File: config.mk
export PLATFORM = sky130hd
export DESIGN_NAME = rot_partition_ctrl
export DESIGN_NICKNAME = d
export VERILOG_FILES = /design/src/rtl/rot_pkg.sv /design/src/rtl/rot_region_match.sv /design/src/rtl/rot_phase_state.sv /design/src/rtl/rot_partition_ctrl.sv
export SDC_FILE = /design/constraint.sdc
export NUM_CORES = 1
export LEC_CHECK = 0
export ABC_AREA = 1
export BUFFER_PORTS_ARGS = -buffer_cell sky130_fd_sc_hd__clkbuf_2
export CAP_MARGIN = 10
export CORE_MARGIN = 5
export CORE_UTILIZATION = 45
export DETAILED_ROUTE_END_ITERATION = 6
export GPL_TIMING_DRIVEN = 0
export HOLD_SLACK_MARGIN = 0.05
export PLACE_DENSITY = 0.71
export SYNTH_ARGS = -nofsm -noshare
export SYNTH_HDL_FRONTEND = slang
export SYNTH_SLANG_ARGS = --single-unit
File: constraint.sdc
create_clock -name clk -period 1.95 [get_ports clk]
set_input_delay 0.195 -clock clk [delete_from_list [all_inputs] [get_ports clk]]
set_output_delay 0.195 -clock clk [all_outputs]
set_load 0.005 [all_outputs]
File: src/rtl/rot_pkg.sv
package rot_pkg;

    localparam int CTL_WR_W = 3;
    localparam int CTL_RD_W = 5;

    localparam int BIT_EAA  = 0;
    localparam int BIT_DBG  = 1;
    localparam int BIT_DONE = 2;
    localparam int BIT_LOCK = 4;

    typedef struct packed {
        logic started;  // first post-reset cycle has passed
        logic trusted;  // trusted execution active
        logic eaa;      // external access allowed
        logic dbg;      // debug authorised
        logic done;     // exit armed, sticky
    } rot_state_t;

endpackage

File: src/rtl/rot_region_match.sv
module rot_region_match #(
    parameter int ADDR_W  = 16,
    parameter int NUM_REG = 4
) (
    input  logic [ADDR_W-1:0]         addr,
    input  logic [NUM_REG*ADDR_W-1:0] base_flat,
    input  logic [NUM_REG*ADDR_W-1:0] limit_flat,
    output logic [NUM_REG-1:0]        hit
);

    for (genvar g = 0; g < NUM_REG; g++) begin : g_reg
        logic [ADDR_W-1:0] lo;
        logic [ADDR_W-1:0] hi;
        assign lo     = base_flat[g*ADDR_W +: ADDR_W];
        assign hi     = limit_flat[g*ADDR_W +: ADDR_W];
        // inclusive base, exclusive limit; empty when lo == hi
        assign hit[g] = (addr >= lo) && (addr < hi);
    end

endmodule

File: src/rtl/rot_phase_state.sv
module rot_phase_state
    import rot_pkg::*;
(
    input  logic                clk,
    input  logic                rst_n,
    input  logic                part_en,
    input  logic                mission_mode,
    input  logic                fetch_exit,
    input  logic                ctl_we,
    input  logic [CTL_WR_W-1:0] ctl_wdata,
    output logic                trusted,
    output logic                eaa,
    output logic                dbg,
    output logic                done
);

    rot_state_t s_d, s_q;

    always_comb begin
        s_d         = s_q;
        s_d.started = 1'b1;
        if (!s_q.started) begin
            s_d.trusted = part_en & mission_mode;
        end else if (s_q.trusted && s_q.done && fetch_exit) begin
            s_d.trusted = 1'b0;
        end
        if (ctl_we && s_q.trusted) begin
            s_d.eaa  = ctl_wdata[BIT_EAA];
            s_d.dbg  = ctl_wdata[BIT_DBG];
            s_d.done = s_q.done | ctl_wdata[BIT_DONE];
        end
    end

    always_ff @(posedge clk or negedge rst_n) begin
        if (!rst_n) begin
            s_q <= '0;
        end else begin
            s_q <= s_d;
        end
    end

    assign trusted = s_q.trusted;
    assign eaa     = s_q.eaa;
    assign dbg     = s_q.dbg;
    assign done    = s_q.done;

endmodule

File: src/rtl/rot_partition_ctrl.sv
module rot_partition_ctrl
    import rot_pkg::*;
#(
    parameter int                ADDR_W   = 16,
    parameter int                NUM_REG  = 4,
    parameter logic [ADDR_W-1:0] UF_BASE  = 'h1000,
    parameter logic [ADDR_W-1:0] UF_LIMIT = 'h9000
) (
    input  logic                      clk,
    input  logic                      rst_n,
    input  logic                      cfg_part_bit,
    input  logic                      mission_mode,
    input  logic [NUM_REG*ADDR_W-1:0] reg_base,
    input  logic [NUM_REG*ADDR_W-1:0] reg_limit,
    input  logic [NUM_REG-1:0]        reg_wen,
    input  logic                      fetch_valid,
    input  logic [ADDR_W-1:0]         fetch_addr,
    input  logic                      fetch_err,
    input  logic                      acc_valid,
    input  logic [ADDR_W-1:0]         acc_addr,
    input  logic                      acc_write,
    input  logic                      acc_debug,
    input  logic                      ctl_we,
    input  logic [CTL_WR_W-1:0]       ctl_wdata,
    output logic [CTL_RD_W-1:0]       ctl_rdata,
    output logic                      acc_grant,
    output logic                      acc_err,
    output logic                      fetch_grant,
    output logic                      fetch_deny,
    output logic                      trusted_o,
    output logic                      ext_access_o
);

    logic [NUM_REG-1:0] f_hit, a_hit;
    logic part_en, locked, in_user, fetch_exit;
    logic trusted, eaa, dbg, done;
    logic a_any, a_ro, a_block, f_block;

    rot_region_match #(.ADDR_W(ADDR_W), .NUM_REG(NUM_REG)) u_fetch_match (
        .addr       (fetch_addr),
        .base_flat  (reg_base),
        .limit_flat (reg_limit),
        .hit        (f_hit)
    );

    rot_region_match #(.ADDR_W(ADDR_W), .NUM_REG(NUM_REG)) u_acc_match (
        .addr       (acc_addr),
        .base_flat  (reg_base),
        .limit_flat (reg_limit),
        .hit        (a_hit)
    );

    assign part_en    = ~cfg_part_bit;
    assign in_user    = (fetch_addr >= UF_BASE) && (fetch_addr < UF_LIMIT);
    // faulting fetches count as well: fetch_err is deliberately not used here
    assign fetch_exit = fetch_valid & in_user & ~(|f_hit);

    rot_phase_state u_state (
        .clk          (clk),
        .rst_n        (rst_n),
        .part_en      (part_en),
        .mission_mode (mission_mode),
        .fetch_exit   (fetch_exit),
        .ctl_we       (ctl_we),
        .ctl_wdata    (ctl_wdata),
        .trusted      (trusted),
        .eaa          (eaa),
        .dbg          (dbg),
        .done         (done)
    );

    assign locked = part_en & ~trusted;

    always_comb begin
        a_any   = |a_hit;
        a_ro    = |(a_hit & ~reg_wen);
        a_block = part_en & a_any &
                  ((locked & ~(acc_debug & dbg)) | (acc_write & a_ro));
        f_block = part_en & (|f_hit) & locked;
    end

    assign acc_grant   = acc_valid & ~a_block;
    assign acc_err     = acc_valid &  a_block;
    assign fetch_grant = fetch_valid & ~fetch_err & ~f_block;
    assign fetch_deny  = fetch_valid & f_block;

    always_comb begin
        ctl_rdata           = '0;
        ctl_rdata[BIT_EAA]  = eaa;
        ctl_rdata[BIT_DBG]  = dbg;
        ctl_rdata[BIT_DONE] = done;
        ctl_rdata[BIT_LOCK] = locked;
    end

    assign trusted_o    = trusted;
    assign ext_access_o = eaa;

endmodule

==> reports/results.txt <==
drt pass-1 iters: 4
worst-path fanout max: 8
Via density: 5.184
initial antenna violation count: 0
async set-or-reset flop fraction in the synthesized netlist: 1.000
synth-to-layout area growth: 38.75%
Reg2Reg Depth: 5
RSZ-0062 raised after global routing: true
PortBufs: 186
CTS sink count: 5
WP data required: 1.75 ns
Final Max Tran Viols: 0
Initial DRC Count: 281
Ant. Diodes: 0
Yosys Warn Count: 0
Synth Register Bits: 5
failing checks: setup timing
CP startpoint: acc_addr[1]
dpl cells: 1,309
CP peak stage delay: 0.27 ns
Initial Utilization: 0.4567
clock skew: 0.001556 ns
Synth Instances: 943
area leader, netlist: ha_1
Rows: 43
post-synthesis cell area: 6290 sq um
CP Data Arrival Time: 1.87 ns
Worst Hold Class: input pin to register
most used flip-flop cell after synthesis: dfrtp_1
CP Capture Type: primary output
P per Cell Area: 273.8 nW/um^2
CTS clock-pin slew for the worst setup and hold paths: 0.03 ns
met2 Track Usage GR: 0.4045
Routed WL: 19,430 um
Detail Route Antenna Nets: 0
GR met1 Demand/Resource: 0.2763
Final Non-Filler Cells: 1,318
Net Count, Synth: 1,368
synth top area cells: ha_1 (49%), nand2_1 (12%), inv_1 (11%)
H-tree depth: 1
dpl ws: -0.2899 ns
Final #Nets: 1,564
max cap viols: 0
CTS tree: done
Reg-to-Reg Start: u_state.trusted
grt total ovfl: 0
Chip Width: 128.2 um
LEAKAGE: 4.916 nW
final hold viol count: 0
sequential area share after synthesis: 0.01989
minimum clock period: 2.065 ns
status: finished with violations
Wirelength per Cell: 14.74 um
Critical Path Most Common Cell: nand2_1
clk_lat worst skew: 0.23 ns
Post-synth EDFFs: 0
Mapped Avg Cell Area: 6.670 sq um
Max Clock Freq: 484.3 MHz
vias post-DR: 6,833
critical path's slowest cell: ha_4
most common cell after layout, fill and taps aside: ha_1
worst hold start: mission_mode
first-pass GRT wire length: 29,950 um
largest net degree at the start of global routing: 11
setup ws final: -0.1150 ns
full die area: 16,440 sq um
die height: 128.2 um
io pins: 188
CP Cell Sequence: clkbuf_16, ha_4, nand2_2, nor2_2, nand2_1, nand2_1, nor2_1, nand2_1, nand2_1, nand2_2, nand4_1, nand2_2, o21ai_2, nand2_1, nand2_1, nor2_1, buf_2
routing usage on met3: 0.01583
final period utilization: 1.059
core area: 13,770 sq um
most frequent cells in the layout: ha_1 (196), nand2_1 (188), inv_1 (156), clkbuf_2 (152), a21oi_1 (87)
cell family with most CP delay: simple AND/OR/NAND/NOR gates
DRC Markers: 0
Setup TNS: -0.2577 ns
Root Buffer: clkbuf_16
GRT Total Usage: 0.2197
share of cells above drive strength 1: 0.2988
Distinct cells, synth: 32
clock buffer depth: 2
Bufs and invs on worst path: 2
Post-DP HPWL: 15,850 um
Num CTS Buffers: 3
routability cong.: 0.8406
vias in the first global route: 6,715
final setup violation count: 3
critical path class: input pin to primary output
Hold Path Depth: 3
CP Launch Type: input pin
worst vdd ir: 0.0004983 V
gr busiest metal: met2
Synth top area share: 0.4933
Worst path depth: 17
## per-stage QoR
step,total power (W),cell area [sq um],util,hold WS [ns]
2_1_floorplan,0.001133,6290,-,-0.1006
3_3_place_gp,0.001661,7446,0.5406,0.01666
3_5_place_dp,0.001706,7446,0.5406,0.01430
4_1_cts,0.002232,8250,0.5990,0.1783
5_1_grt,0.002671,8727,0.6336,0.2122
6_report,0.002390,8727,0.6336,0.1807
## Yosys cell counts, types with 2 or more instances
| cell type | instances |
|---|---|
| ha_1 | 248 |
| nand2_1 | 208 |
| inv_1 | 176 |
| a21oi_1 | 104 |
| nor2_1 | 62 |
| nand4_1 | 25 |
| o21ai_0 | 25 |
| nor3_1 | 20 |
| nand3_1 | 17 |
| o21a_1 | 8 |
| o21bai_1 | 8 |
| a211oi_1 | 6 |
| buf_4 | 5 |
| dfrtp_1 | 5 |
| o21ai_1 | 4 |
| a211oi_2 | 2 |
| conb_1 | 2 |
| inv_2 | 2 |
| mux2_2 | 2 |
| nor2_2 | 2 |
## worst paths after layout
check                             endpoint  slack [ns]
max                                acc_err       -0.12
min                        u_state.trusted        0.18
max reg2reg                u_state.trusted        0.92
min reg2reg                   u_state.done        0.49
max in group asynchronous      u_state.eaa        1.48
min in group asynchronous   u_state.s_q[4]        0.33
## flip-flops by register name, indices dropped and copies added, names as in the netlist
name             count
u_state.trusted      1
u_state.dbg          1
u_state.done         1
u_state.s_q          1
u_state.eaa          1
## cell families after synthesis
group,after synthesis,share of synthesized area
buffers and inverters,183,0.1122
flip-flops,5,0.01989
adder cells (fa/ha/maj),248,0.4933
AND/OR/NAND/NOR,340,0.2252
multiplexers,2,0.003580
other,2,0.001194
AO/OA/AOI/OAI,163,0.1446
## metal layers
metal	part of all wire	vias up
met5	0	-
met4	0.023	0
met3	0.043	37
met2	0.50	162
met1	0.44	3057
li1	-	3577
## tightest hold or removal path, stage by stage
cell	delay (ns)
clkbuf_2	0.08
nand2_1	0.04
nand2_1	0.05
## repair_timing
item | 4_1_cts | 5_1_grt
pin swaps | 47 | 48
setup buffers | 3 | 1
hold buffers | 1 | 0
cloned | 0 | 0
endpoints found under the hold margin | 5 | 0
setup endpoints to repair | 4 | 4
resized for setup | 119 | 91
## cell type report
cell class	instances	area [sq um]
fillers	1276	5046
flip-flops and latches	5	125.1
well taps	180	225.2
plain buffers	5	37.54
multi-input cells	755	6339
clock buffers	4	78.83
inverters	178	680.7
repair buffers	191	1241
## power breakdown
group          switching [W]  total [W]  leakage, nW  internal [W]
Clock              0.0000689   0.000340       0.0382      0.000271
Combinational        0.00104    0.00192         4.82      0.000881
Sequential         0.0000127   0.000133       0.0575      0.000120
Total                0.00112    0.00239         4.92       0.00127
Power figures use the tool's default switching activity.
